<file path="src/rtl/rdly_pkg.sv">
package rdly_pkg;

    typedef enum logic [3:0] {
        ST_IDLE,
        ST_ACT,
        ST_ACT_WAIT,
        ST_WRITE,
        ST_LANE_SEL,
        ST_PROBE,
        ST_RD_WAIT,
        ST_EVAL,
        ST_STEP,
        ST_MARGIN,
        ST_CENTER_RST,
        ST_CENTER_INC,
        ST_PRE,
        ST_PRE_WAIT,
        ST_FINISH
    } cal_state_e;

    // One step of the 32-bit linear congruential generator used for the pattern
    function automatic logic [31:0] lcg_step(input logic [31:0] v);
        return v * 32'd1664525 + 32'd1013904223;
    endfunction

endpackage

</file>
<file path="src/rtl/rdly_pattern.sv">
module rdly_pattern #(
    parameter int LANES  = 4,
    parameter int PHASES = 4,
    localparam int NBYTES = PHASES * 2 * LANES
) (
    output logic [NBYTES*8-1:0] pattern_o
);
    import rdly_pkg::*;

    // Fixed byte sequence: low byte of each generator output, seed 42
    always_comb begin
        logic [31:0] state_v;
        state_v   = 32'd42;
        pattern_o = '0;
        for (int i = 0; i < NBYTES; i++) begin
            state_v = lcg_step(state_v);
            pattern_o[i*8 +: 8] = state_v[7:0];
        end
    end

endmodule

</file>
<file path="src/rtl/rdly_match.sv">
module rdly_match #(
    parameter int LANES  = 4,
    parameter int PHASES = 4,
    localparam int LANE_W = (LANES > 1) ? $clog2(LANES) : 1,
    localparam int DATA_W = PHASES * 2 * LANES * 8
) (
    input  logic [DATA_W-1:0] rd_data_i,
    input  logic [DATA_W-1:0] pattern_i,
    input  logic [LANE_W-1:0] lane_i,
    output logic              lane_ok_o
);
    logic [PHASES-1:0] phase_ok;

    for (genvar p = 0; p < PHASES; p++) begin : g_phase
        localparam int BASE = p * 2 * LANES;
        logic [7:0] got_lo, got_hi, exp_lo, exp_hi;
        always_comb begin
            got_lo = rd_data_i[(BASE + int'(lane_i)) * 8 +: 8];
            got_hi = rd_data_i[(BASE + LANES + int'(lane_i)) * 8 +: 8];
            exp_lo = pattern_i[(BASE + int'(lane_i)) * 8 +: 8];
            exp_hi = pattern_i[(BASE + LANES + int'(lane_i)) * 8 +: 8];
        end
        assign phase_ok[p] = (got_lo == exp_lo) && (got_hi == exp_hi);
    end

    assign lane_ok_o = &phase_ok;

endmodule

</file>
<file path="src/rtl/rdly_seq.sv">
module rdly_seq #(
    parameter int LANES    = 4,
    parameter int MAX_TAP  = 32,
    parameter int MARGIN   = 1,
    parameter int WAIT_CYC = 15,
    localparam int LANE_W = (LANES > 1) ? $clog2(LANES) : 1,
    localparam int TAP_W  = $clog2(MAX_TAP + MARGIN + 1),
    localparam int WAIT_W = $clog2(WAIT_CYC + 1),
    localparam int CNT_W  = (TAP_W > WAIT_W) ? TAP_W : WAIT_W
) (
    input  logic              clk,
    input  logic              rst_n,
    input  logic              start_i,
    input  logic              lane_ok_i,
    output logic [LANE_W-1:0] lane_o,
    output logic              lane_active_o,
    output logic [TAP_W-1:0]  tap_o,
    output logic              rec_min_o,
    output logic              rec_max_o,
    output logic              dly_rst_o,
    output logic              dly_inc_o,
    output logic              cmd_act_o,
    output logic              cmd_wr_o,
    output logic              cmd_rd_o,
    output logic              cmd_pre_o,
    output logic              busy_o,
    output logic              done_o
);
    import rdly_pkg::*;

    typedef struct packed {
        cal_state_e        st;
        logic [LANE_W-1:0] lane;
        logic [TAP_W-1:0]  tap;
        logic [TAP_W-1:0]  lo;
        logic [CNT_W-1:0]  cnt;
        logic              hunt_fail;
    } seq_t;

    localparam seq_t SEQ_RST = '{st: ST_IDLE, default: '0};

    seq_t seq_d, seq_q;
    logic edge_hit;
    logic [TAP_W:0]   sum_w;
    logic [TAP_W-1:0] mid_w;

    assign sum_w = {1'b0, seq_q.lo} + {1'b0, seq_q.tap};
    assign mid_w = sum_w[TAP_W:1];

    always_comb begin
        seq_d     = seq_q;
        edge_hit  = 1'b0;
        rec_min_o = 1'b0;
        rec_max_o = 1'b0;
        case (seq_q.st)
            ST_IDLE: if (start_i) seq_d.st = ST_ACT;
            ST_ACT: begin
                seq_d.st  = ST_ACT_WAIT;
                seq_d.cnt = CNT_W'(WAIT_CYC - 1);
            end
            ST_ACT_WAIT: begin
                if (seq_q.cnt == '0) seq_d.st = ST_WRITE;
                else                 seq_d.cnt = seq_q.cnt - 1'b1;
            end
            ST_WRITE: begin
                seq_d.st   = ST_LANE_SEL;
                seq_d.lane = '0;
            end
            ST_LANE_SEL: begin
                seq_d.tap       = '0;
                seq_d.hunt_fail = 1'b0;
                seq_d.st        = ST_PROBE;
            end
            ST_PROBE: begin
                if (seq_q.tap >= TAP_W'(MAX_TAP)) begin
                    edge_hit = 1'b1;
                end else begin
                    seq_d.st  = ST_RD_WAIT;
                    seq_d.cnt = CNT_W'(WAIT_CYC - 1);
                end
            end
            ST_RD_WAIT: begin
                if (seq_q.cnt == '0) seq_d.st = ST_EVAL;
                else                 seq_d.cnt = seq_q.cnt - 1'b1;
            end
            ST_EVAL: begin
                // Edge when the read outcome matches what this phase hunts for
                if (lane_ok_i != seq_q.hunt_fail) edge_hit = 1'b1;
                else                              seq_d.st = ST_STEP;
            end
            ST_STEP: begin
                seq_d.tap = seq_q.tap + 1'b1;
                seq_d.st  = ST_PROBE;
            end
            ST_MARGIN: begin
                seq_d.tap = seq_q.tap + 1'b1;
                if (seq_q.cnt == '0) begin
                    seq_d.st        = ST_PROBE;
                    seq_d.hunt_fail = 1'b1;
                end else begin
                    seq_d.cnt = seq_q.cnt - 1'b1;
                end
            end
            ST_CENTER_RST: seq_d.st = ST_CENTER_INC;
            ST_CENTER_INC: begin
                if (seq_q.cnt == '0) begin
                    if (seq_q.lane == LANE_W'(LANES - 1)) begin
                        seq_d.st = ST_PRE;
                    end else begin
                        seq_d.lane = seq_q.lane + 1'b1;
                        seq_d.st   = ST_LANE_SEL;
                    end
                end else begin
                    seq_d.cnt = seq_q.cnt - 1'b1;
                end
            end
            ST_PRE: begin
                seq_d.st  = ST_PRE_WAIT;
                seq_d.cnt = CNT_W'(WAIT_CYC - 1);
            end
            ST_PRE_WAIT: begin
                if (seq_q.cnt == '0) seq_d.st = ST_FINISH;
                else                 seq_d.cnt = seq_q.cnt - 1'b1;
            end
            ST_FINISH: seq_d.st = ST_IDLE;
            default:   seq_d.st = ST_IDLE;
        endcase

        if (edge_hit) begin
            if (!seq_q.hunt_fail) begin
                rec_min_o = 1'b1;
                seq_d.lo  = seq_q.tap;
                seq_d.st  = ST_MARGIN;
                seq_d.cnt = CNT_W'(MARGIN - 1);
            end else begin
                rec_max_o = 1'b1;
                seq_d.st  = ST_CENTER_RST;
                seq_d.cnt = CNT_W'(mid_w);
            end
        end
    end

    always_ff @(posedge clk) begin
        if (!rst_n) seq_q <= SEQ_RST;
        else        seq_q <= seq_d;
    end

    // Moore decode of the pulses from the registered state
    assign dly_rst_o = (seq_q.st == ST_LANE_SEL) || (seq_q.st == ST_CENTER_RST);
    assign dly_inc_o = (seq_q.st == ST_STEP) || (seq_q.st == ST_MARGIN) ||
                       ((seq_q.st == ST_CENTER_INC) && (seq_q.cnt != '0));
    assign cmd_act_o = (seq_q.st == ST_ACT);
    assign cmd_wr_o  = (seq_q.st == ST_WRITE);
    assign cmd_rd_o  = (seq_q.st == ST_PROBE) && (seq_q.tap < TAP_W'(MAX_TAP));
    assign cmd_pre_o = (seq_q.st == ST_PRE);
    assign busy_o    = (seq_q.st != ST_IDLE);
    assign done_o    = (seq_q.st == ST_FINISH);
    assign lane_active_o = seq_q.st inside {ST_LANE_SEL, ST_PROBE, ST_RD_WAIT, ST_EVAL,
                                            ST_STEP, ST_MARGIN, ST_CENTER_RST, ST_CENTER_INC};
    assign lane_o = seq_q.lane;
    assign tap_o  = seq_q.tap;

endmodule

</file>
<file path="src/rtl/rdly_result_bank.sv">
module rdly_result_bank #(
    parameter int LANES = 4,
    parameter int TAP_W = 6,
    localparam int LANE_W = (LANES > 1) ? $clog2(LANES) : 1
) (
    input  logic                   clk,
    input  logic                   rst_n,
    input  logic [LANE_W-1:0]      lane_i,
    input  logic                   rec_min_i,
    input  logic                   rec_max_i,
    input  logic [TAP_W-1:0]       tap_i,
    output logic [LANES*TAP_W-1:0] min_taps_o,
    output logic [LANES*TAP_W-1:0] max_taps_o
);
    for (genvar n = 0; n < LANES; n++) begin : g_lane
        logic [TAP_W-1:0] lo_d, lo_q, hi_d, hi_q;
        logic hit;
        assign hit = (lane_i == LANE_W'(n));
        always_comb begin
            lo_d = (hit && rec_min_i) ? tap_i : lo_q;
            hi_d = (hit && rec_max_i) ? tap_i : hi_q;
        end
        always_ff @(posedge clk) begin
            if (!rst_n) begin
                lo_q <= '0;
                hi_q <= '0;
            end else begin
                lo_q <= lo_d;
                hi_q <= hi_d;
            end
        end
        assign min_taps_o[n*TAP_W +: TAP_W] = lo_q;
        assign max_taps_o[n*TAP_W +: TAP_W] = hi_q;
    end

endmodule

</file>
<file path="src/rtl/rdly_calibrator.sv">
module rdly_calibrator #(
    parameter int LANES     = 4,
    parameter int PHASES    = 4,
    parameter bit LONG_LINE = 1'b0,
    parameter int WAIT_CYC  = 15,
    localparam int MAX_TAP = LONG_LINE ? 512 : 32,
    localparam int MARGIN  = LONG_LINE ? 8 : 1,
    localparam int TAP_W   = $clog2(MAX_TAP + MARGIN + 1),
    localparam int LANE_W  = (LANES > 1) ? $clog2(LANES) : 1,
    localparam int DATA_W  = PHASES * 2 * LANES * 8
) (
    input  logic                   clk,
    input  logic                   rst_n,
    input  logic                   start,
    input  logic [DATA_W-1:0]      rd_data,
    output logic [LANES-1:0]       lane_sel,
    output logic                   dly_rst,
    output logic                   dly_inc,
    output logic                   cmd_act,
    output logic                   cmd_wr,
    output logic                   cmd_rd,
    output logic                   cmd_pre,
    output logic [DATA_W-1:0]      wr_data,
    output logic                   busy,
    output logic                   done,
    output logic [LANES*TAP_W-1:0] min_taps,
    output logic [LANES*TAP_W-1:0] max_taps
);
    logic [LANE_W-1:0] lane_idx;
    logic              lane_active;
    logic [TAP_W-1:0]  cur_tap;
    logic              rec_min, rec_max, lane_ok;

    rdly_pattern #(.LANES(LANES), .PHASES(PHASES)) u_pattern (
        .pattern_o (wr_data)
    );

    rdly_match #(.LANES(LANES), .PHASES(PHASES)) u_match (
        .rd_data_i (rd_data),
        .pattern_i (wr_data),
        .lane_i    (lane_idx),
        .lane_ok_o (lane_ok)
    );

    rdly_seq #(
        .LANES(LANES), .MAX_TAP(MAX_TAP), .MARGIN(MARGIN), .WAIT_CYC(WAIT_CYC)
    ) u_seq (
        .clk           (clk),
        .rst_n         (rst_n),
        .start_i       (start),
        .lane_ok_i     (lane_ok),
        .lane_o        (lane_idx),
        .lane_active_o (lane_active),
        .tap_o         (cur_tap),
        .rec_min_o     (rec_min),
        .rec_max_o     (rec_max),
        .dly_rst_o     (dly_rst),
        .dly_inc_o     (dly_inc),
        .cmd_act_o     (cmd_act),
        .cmd_wr_o      (cmd_wr),
        .cmd_rd_o      (cmd_rd),
        .cmd_pre_o     (cmd_pre),
        .busy_o        (busy),
        .done_o        (done)
    );

    rdly_result_bank #(.LANES(LANES), .TAP_W(TAP_W)) u_bank (
        .clk        (clk),
        .rst_n      (rst_n),
        .lane_i     (lane_idx),
        .rec_min_i  (rec_min),
        .rec_max_i  (rec_max),
        .tap_i      (cur_tap),
        .min_taps_o (min_taps),
        .max_taps_o (max_taps)
    );

    // Lane n drives the delay line at mask bit LANES-1-n
    assign lane_sel = lane_active ? (LANES'(1) << (LANE_W'(LANES - 1) - lane_idx)) : '0;

endmodule

</file>
<file path="config.mk">
export PLATFORM = sky130hd
export DESIGN_NAME = rdly_calibrator
export DESIGN_NICKNAME = d
export VERILOG_FILES = /design/src/rtl/rdly_pkg.sv /design/src/rtl/rdly_pattern.sv /design/src/rtl/rdly_match.sv /design/src/rtl/rdly_seq.sv /design/src/rtl/rdly_result_bank.sv /design/src/rtl/rdly_calibrator.sv
export SDC_FILE = /design/constraint.sdc
export NUM_CORES = 1
export LEC_CHECK = 0
export BUFFER_PORTS_ARGS = -buffer_cell sky130_fd_sc_hd__buf_2
export CELL_PAD_IN_SITES_DETAIL_PLACEMENT = 1
export CELL_PAD_IN_SITES_GLOBAL_PLACEMENT = 1
export CORE_AREA = 10 10 214 216
export CTS_CLUSTER_DIAMETER = 150
export DETAILED_ROUTE_END_ITERATION = 8
export DIE_AREA = 0 0 224 226
export PLACE_DENSITY = 0.74
export SYNTH_ARGS = -nofsm -noshare
export SYNTH_HDL_FRONTEND = slang
export SYNTH_HIERARCHICAL = 1
export SYNTH_SLANG_ARGS = --single-unit
</file>
<file path="constraint.sdc">
create_clock -name clk -period 2.8 [get_ports clk]
set_input_delay 0.42 -clock clk [delete_from_list [all_inputs] [get_ports clk]]
set_output_delay 0.42 -clock clk [all_outputs]
set_load 0.02 [all_outputs]
</file>
==> summary.txt, run 1 <==
Setup path
  – Critical Path Fanout Max: 6
  – Critical path startpoint: rd_data[41]
  – Worst Path Required: 3.00 ns
  – WP data arrival: 3.23 ns
  – Crit Path Category: primary input to flop
  – Kind of end point of the critical path: flop
  – R2r setup slk: -0.13 ns
  – Worst setup SP type: primary input
  – R2R Path Start: u_seq/lane_o[1]$_SDFFE_PN0P_

Placement
  – Place WS: -0.975 ns
  – HPWL after DPL: ~43 mm
  – Dpl cells: 1895
  – Placed Area: ~9900 um^2
  – # port buffers: 318
  – GP Congestion: 0.981

Global routing
  – Initial antenna violation count: 15
  – Vias in the first global route: 8694
  – Tot GR Track Use: 17.8%
  – Total grt overflow: 0
  – Largest net degree at the start of global routing: 28
  – Global-route wire length before repair: approximately 64 mm

Hold path
  – Hold path startpoint: u_bank/g_lane[1].hi_q[4]$_SDFFE_PN0P_
  – Worst Hold Class: flop to flop

Layout
  – Layout Cells excl Fill: between 1500 and 2000
  – Share of cells above drive strength 1: between 30 and 40%
  – P&R area growth vs syn: 26.3%
  – Post-layout instance area: 10700 um^2
  – Fin util: between 20% and 30%
  – Nets: between 1500 and 2000

Detailed routing
  – Wire per inst: 24.8 um
  – Initial DRC Count: 314
  – Via density: 4.04
  – DRT antenna net count: 0
  – Total Wirelength: 47.8 mm
  – First-pass iteration count of the detailed router: 4
  – DRC violation count after routing: 0
  – Vias: approximately 7800

Logic synthesis
  – FF+latch count, synth: 73
  – YS warnings: 6
  – Post-Syn Instances: 1025
  – EDFF count, synth: 0
  – Syn avg cell area: 8.24 um^2
  – Yosys cell types: 66
  – Main synth FF type: dfxtp_1
  – Async SR Flop Fraction: 0%
  – Sequential area share after synthesis: around 17%
  – Synthesized area: 8440 um^2

Floorplanning
  – I/O pin count: 575
  – Standard-cell rows: 75
  – Full die area: roughly 50000 um^2
  – Starting density of the core: about a fifth
  – Die Ht: 226 um
  – Horiz. Die Dim: 224 um
  – Core area: 41600 um^2

Clock tree
  – CTS Hold Bufs: 0
  – H-tree depth: 3
  – Num CTS Buffers: 9
  – Worst-path clk slew: 0.06 ns
  – Worst-Skew Late Latency: 0.34 ns
  – CTS tree: built
  – CTS Root Cell: clkbuf_16
  – Clock buffer depth: 2
  – # clock sinks: 73

Status
  – Status: complete, but fails checks
  – Failing checks: negative setup slack

Timing
  – Final hold violations: 0
  – Slew Limit Headroom: 57.7%
  – # setup viols final: 43
  – Max-slew violations: 0
  – Clk_skew: between 0.008 and 0.009 ns
  – Worst slew pin tran: 0.630 ns
  – Min Tclk post-route: 3.03 ns
  – FMAX: around 0.33 GHz
  – RSZ-0062 raised after global routing: true
  – Crit share post-route: 108%
  – Worst Setup Slack, final: -0.228 ns

Power and ir drop
  – Leak: 0.00502 uW
  – Pwr Density: 398 nW/um^2
  – Total Power: 4240 uW
  – Peak supply drop: 0.000324 V

Run
  – Max-cap viol count: 0
-- per-stage QoR --
step | TNS (ns) | hold WS (ns)
2_1_floorplan | -0.516 | 0.459
3_3_place_gp | -49.64 | 0.444
5_1_grt | -9.90 | 0.486
6_report | -5.05 | 0.455
3_5_place_dp | -48.93 | 0.453
4_1_cts | -3.41 | 0.462
-- kinds of logic (layout without fill, tap and decap cells) --
group / Yosys count / after routing / share of synthesized area, %
multiplexers: 57 / 57 / 6.79
flip-flops: 73 / 73 / 17.3
XOR/XNOR: 261 / 261 / 27.2
AND/OR/NAND/NOR: 252 / 252 / 15.8
AO/OA/AOI/OAI: 67 / 67 / 5.28
other: 2 / 263 / 0.0890
adder cells (fa/ha/maj): 12 / 12 / 1.84
buffers and inverters: 301 / 399 / 25.7
-- worst max-delay path, stage by stage --
cell and delay (ns):
buf_2 0.11, xor2_1 0.15, nor4_1 0.41, nand4_1 0.26, a211oi_2 0.35, buf_4 0.17, o2bb2a_4 0.16, xnor2_4 0.08
a211o_1 0.33, nor2_4 0.14, or3b_4 0.46, mux2i_2 0.17
-- where the power goes --
group	switching, uW	total (uW)	internal [uW]	leakage [uW]
sequential	85.8	1170	1080	0.000590
combinational	1260	1930	669	0.00429
clock	452	1140	689	0.000140
-- cell type report --
class                           count  area (um^2)
Clock inverter                      5         56.3
Inverter                           14         52.6
Sequential cell                    73         1470
Multi-Input combinational cell    905         6100
Fill cell                        5170        30900
Clock buffer                       11          233
Antenna cell                        7         17.5
Tap cell                          539          674
Timing Repair Buffer              369         2060
-- routing by layer --
layer	share of wire [%]	GRT usage [%]	vias up	wire, um
met5	0.24	0	-	115
met4	4.0	7.26	16	1930
met3	9.7	7.00	65	4640
met2	49	31.2	398	23500
met1	37	18.6	3627	17600
li1	-	-	3662	-
-- synthesized netlist by cell type, types with 3 or more instances --
master    instances  area, um^2
nand4_1          42         263
mux2i_1          55         551
nor2b_1           5        31.3
nor2_1           28         105
xnor2_1         169        1480
buf_2             8        40.0
buf_6             4        45.0
and3_1            3        18.8
a31oi_1           6        37.5
xor2_1           91         797
clkbuf_1          7        26.3
buf_4           267        2000
and2_1            3        18.8
nor3_1           16        80.1
ha_1             10         125
a211oi_1          5        37.5
o22ai_1           3        18.8
a21oi_1          18        90.1
nor4_1           34         213
nand2_1          75         282
nand3b_1          6        45.0
nand3_1          18        90.1
nand2b_1          4        25.0
dfxtp_1          73        1460
inv_1            13        48.8
o21ai_0          13        65.1
-- flip-flops by register name, summed over array words and instances, names as in the netlist --
| name | cells |
|---|---|
| u_bank/g_lane.hi_q | 24 |
| u_bank/g_lane.lo_q | 24 |
| u_seq/lane_o | 2 |
| u_seq/tap_o | 6 |
| u_seq/seq_q | 17 |
-- placed cells by master (no fill, tap or decap), types with 21 or more instances in the layout --
cell type and instances:
nand4_1 42, buf_2 314, xnor2_1 157, nand2_1 74
mux2i_1 52, buf_4 39, dfxtp_1 71, xor2_1 91
conb_1 256, nor2_1 26, nor4_1 21
-- path summary, 6_finish.rpt --
kind,end,cells after the start
worst max-delay path,u_bank/g_lane[0].lo_q[5]$_SDFFE_PN0P_,12
worst min-delay path,u_bank/g_lane[1].hi_q[4]$_SDFFE_PN0P_,2
worst max register to register,u_bank/g_lane[0].lo_q[5]$_SDFFE_PN0P_,12
worst min register to register,u_bank/g_lane[1].hi_q[4]$_SDFFE_PN0P_,2
-- repair_timing --
action | in CTS | in global routing
resized for setup | 42 | 35
setup endpoints to repair | 63 | 61
hold endpoints to repair | 0 | 0
setup buffers | 1 | 4
gates cloned | 0 | 0
pin swaps | 14 | 18
(Power assumes the default switching activity.)
==> inputs of run 2 (changes only) <==
CORE_AREA = 10 10 215 217   (was 10 10 214 216)
DIE_AREA = 0 0 225 227   (was 0 0 224 226)
PLACE_DENSITY = 0.72   (was 0.74)
SYNTH_HIERARCHICAL = unset   (was 1)
==> run 2 against run 1 <==
  * The run still ends with negative setup slack left
  * Sequential cell count is the same
  * Largest power group is now the clock network
  * Critical path depth is the same
  * Total power decreased by 20%
  * Critical endpoint is now u_bank.g_lane[0].hi_q[4]$_SDFFE_PN0P_
  * Clock skew down 0.00075 ns
  * Setup slack got worse by 0.25 ns
  * Combinational power shrank 44%
  * Maximum frequency is 7.8% lower
  * Sequential share of layout area decreased by 0.092 points
  * Critical path type is now flop to flop
  * Sequential power decreased by 5%
  * Wire length fell by 17%
==> summary.txt, run 2 <==
Layout
  – Nets: 1612 (was 1642)
  – Reg area: 1470 um^2 (about the same)
  – Share of cells above drive strength 1: 38.8% (was 32.6%)
  – Fillcell total: 5180 (was 5170)
  – P&R area growth vs syn: 33.8% (was 26.3%)
  – Commonest non-fill, non-tap cell in the layout: buf_2 (unchanged)
  – Biggest regs: u_bank.g_lane.hi_q: 24 flops, u_bank.g_lane.lo_q: 24 flops, u_seq.seq_q: 17 flops (was u_bank/g_lane.hi_q: 24 flops, u_bank/g_lane.lo_q: 24 flops, u_seq/seq_q: 17 flops)
  – Fin util: 25.7% (was 25.6%)
  – Multi-input gate area: 5500 um^2 (was 6100 um^2)
  – Layout Cells excl Fill: 1883 (was 1923)
  – Most frequent cells in the layout: buf_2, conb_1, buf_4 (was buf_2, conb_1, xnor2_1)

Floorplanning
  – Standard-cell rows: 75 (unchanged)
  – Horiz. Die Dim: 225 um (was 224 um)
  – Core area: 41800 um^2 (was 41600 um^2)
  – Starting density of the core: 19.2% (was 20.3%)
  – Die Ht: 227 um (was 226 um)
  – I/O pin count: 575 (unchanged)
  – Full die area: 51100 um^2 (was 50600 um^2)

Power and ir drop
  – Peak supply drop: 0.000336 V (was 0.000324 V)
  – Cell-internal power: 2140 uW (was 2440 uW)
  – Gate power share: 32.0% (was 45.6%)
  – Switch share: 37.5% (was 42.5%)
  – Pwr Density: 318 nW/um^2 (was 398 nW/um^2)
  – Flop pwr share: 32.4% (was 27.5%)
  – Leak: 0.00502 uW (about the same)
  – Psw: 1280 uW (was 1800 uW)
  – Clk pwr share: 35.5% (was 26.9%)

Logic synthesis
  – Synthesized area: 8040 um^2 (was 8440 um^2)
  – EDFF count, synth: 0 (unchanged)
  – Area contributors post-synth: buf_4, dfxtp_1, mux2i_1 (was buf_4, xnor2_1, dfxtp_1)
  – Yosys top cell by area: buf_4 (unchanged)
  – Post-Syn Instances: 945 (was 1025)
  – Sequential area share after synthesis: 18.2% (was 17.3%)
  – YS warnings: 0 (was 6)
  – Most frequent cell after synthesis: buf_4 (unchanged)
  – Synth cell count leaders: buf_4, dfxtp_1, mux2i_1 (was buf_4, xnor2_1, xor2_1)
  – Syn avg cell area: 8.50 um^2 (was 8.24 um^2)
  – Yosys cell types: 80 (was 66)
  – Main synth FF type: dfxtp_1 (unchanged)
  – Post-synth top area share: 24.2% (was 23.7%)
  – FF+latch count, synth: 73 (unchanged)
  – Async SR Flop Fraction: 0% (unchanged)

Setup path
  – Worst R2R Path Depth: 12 (unchanged)
  – WP data arrival: 3.51 ns (was 3.23 ns)
  – Crit Path Category: flop to flop (was primary input to flop)
  – Critical Path Fanout Max: 9 (was 6)
  – Kind of end point of the critical path: flop (unchanged)
  – Worst setup SP type: flop (was primary input)
  – Worst Path Required: 3.03 ns (was 3.00 ns)

Clock tree
  – CTS tree: built (unchanged)
  – Clock buffer depth: 2 (unchanged)
  – H-tree depth: 3 (unchanged)
  – Worst-Skew Late Latency: 0.34 ns (about the same)
  – Worst-path clk slew: 0.06 ns (about the same)
  – CTS Hold Bufs: 0 (unchanged)
  – # clock sinks: 73 (unchanged)
  – CTS Root Cell: clkbuf_16 (unchanged)
  – Num CTS Buffers: 9 (unchanged)

Global routing
  – Total grt overflow: 0 (unchanged)
  – Global-route wire length before repair: 55.1 mm (was 64.5 mm)
  – Vias in the first global route: 8296 (was 8694)
  – Initial antenna violation count: 10 (was 15)
  – Largest net degree at the start of global routing: 50 (was 28)
  – Tot GR Track Use: 14.1% (was 17.8%)

Status
  – Failing checks: negative setup slack (unchanged)
  – Status: complete, but fails checks (unchanged)

Placement
  – Dpl cells: 1843 (was 1895)
  – HPWL after DPL: 33.6 mm (was 43.4 mm)
  – # port buffers: 318 (unchanged)
  – GP Congestion: 0.881 (was 0.981)

Timing
  – # setup viols final: 64 (was 43)
  – Max-slew violations: 0 (unchanged)
  – FMAX: 0.305 GHz (was 0.330 GHz)
  – Worst slew pin tran: 0.784 ns (was 0.630 ns)
  – Final hold violations: 0 (unchanged)
  – RSZ-0062 raised after global routing: true (unchanged)
  – Worst Setup Slack, final: -0.483 ns (was -0.228 ns)
  – Slew Limit Headroom: 47.7% (was 57.7%)
  – Clk_skew: 0.00745 ns (was 0.00820 ns)
  – Crit share post-route: 117% (was 108%)
  – Min Tclk post-route: 3.28 ns (was 3.03 ns)

Detailed routing
  – DRC violation count after routing: 0 (unchanged)
  – Total Wirelength: 39.6 mm (was 47.8 mm)
  – Via density: 4.10 (was 4.04)
  – Initial DRC Count: 406 (was 314)
  – First-pass iteration count of the detailed router: 4 (unchanged)
  – DRT antenna net count: 0 (unchanged)
  – Vias: 7712 (was 7768)
  – Wire per inst: 21.0 um (was 24.8 um)

Hold path
  – Cell depth of the worst min-delay path: 2 (unchanged)
  – Worst Hold Class: flop to flop (unchanged)

Run
  – Max-cap viol count: 0 (unchanged)
==> run 2: repair_timing <==
action / 4_1_cts / 5_1_grt
pin swaps: 12 / 17
setup endpoints to repair: 64 / 64
cloned: 2 / 0
buffers inserted: 15 / 4
gates resized for setup: 29 / 31
==> run 2: layout make-up <==
| class | instances | share of cell area [%] |
|---|---|---|
| Inverter | 26 | 1.00 |
| Clock buffer | 9 | 2.09 |
| Sequential cell | 73 | 13.7 |
| Multi-Input combinational cell | 798 | 51.1 |
| Antenna cell | 4 | 0.0931 |
| Tap cell | 539 | 6.27 |
| Timing Repair Buffer | 427 | 25.0 |
| Clock inverter | 7 | 0.780 |
==> run 2: path summary, 6_finish.rpt <==
kind                                start                                    end  slack, ns
max          u_seq.lane_o[0]$_SDFFE_PN0P_  u_bank.g_lane[0].hi_q[4]$_SDFFE_PN0P_      -0.48
min           u_seq.seq_q[7]$_SDFFE_PN0P_            u_seq.seq_q[7]$_SDFFE_PN0P_       0.49
max reg2reg  u_seq.lane_o[0]$_SDFFE_PN0P_  u_bank.g_lane[0].hi_q[4]$_SDFFE_PN0P_      -0.48
min reg2reg   u_seq.seq_q[7]$_SDFFE_PN0P_            u_seq.seq_q[7]$_SDFFE_PN0P_       0.49
==> run 2: per-stage QoR <==
| stage | worst slack (ns) | hold slack, ns | TNS (ns) | power, uW | instance area [um^2] |
|---|---|---|---|---|---|
| after floorplan | -0.719 | 0.442 | -36.22 | 2070 | 9050 |
| after global placement | -0.657 | 0.448 | -36.11 | 2150 | 9920 |
| after detailed placement | -0.660 | 0.474 | -36.45 | 2170 | 9920 |
| after CTS | -0.509 | 0.483 | -27.94 | 3390 | 10600 |
| after global routing | -0.640 | 0.509 | -36.02 | 3590 | 10700 |
| final | -0.483 | 0.487 | -26.94 | 3410 | 10800 |
==> run 2: power by group through the flow <==
stage                     sequential [uW]  combinational [uW]  clock, uW
after floorplan                      1110                 961          0
after global placement               1130                1020          0
after detailed placement             1130                1040          0
after CTS                            1110                1050       1240
after global routing                 1110                1190       1290
final                                1110                1090       1210
==> run 2: kinds of logic after synthesis <==
kind of cell | share of synthesized area (%)
and+or+nand+nor | 18.8
DFF | 18.2
muxes | 14.6
buffers and inverters | 28.2
adders and majority gates | 2.90
xor gates and xnor gates | 2.94
other | 0.0934
AOI/OAI and AO/OA | 14.3
==> run 2: worst max-delay path: stages (launching register included) <==
cell,delay [ns]
dfxtp_4,0.40
buf_12,0.13
buf_12,0.14
mux4_2,0.57
nor4_4,0.32
a22oi_2,0.11
a2111oi_4,0.32
buf_4,0.21
nand4_4,0.23
a32oi_4,0.27
buf_12,0.16
mux2i_1,0.23
nor2b_1,0.07
==> run 2: per-layer routing <==
layer / GRT usage, % / wire (um) / vias to the layer above
met5: 0 / 54 / -
met4: 3.75 / 812 / 8
met3: 4.29 / 3360 / 53
met2: 26.3 / 21000 / 311
met1: 15.2 / 14400 / 3752
li1: - / - / 3588
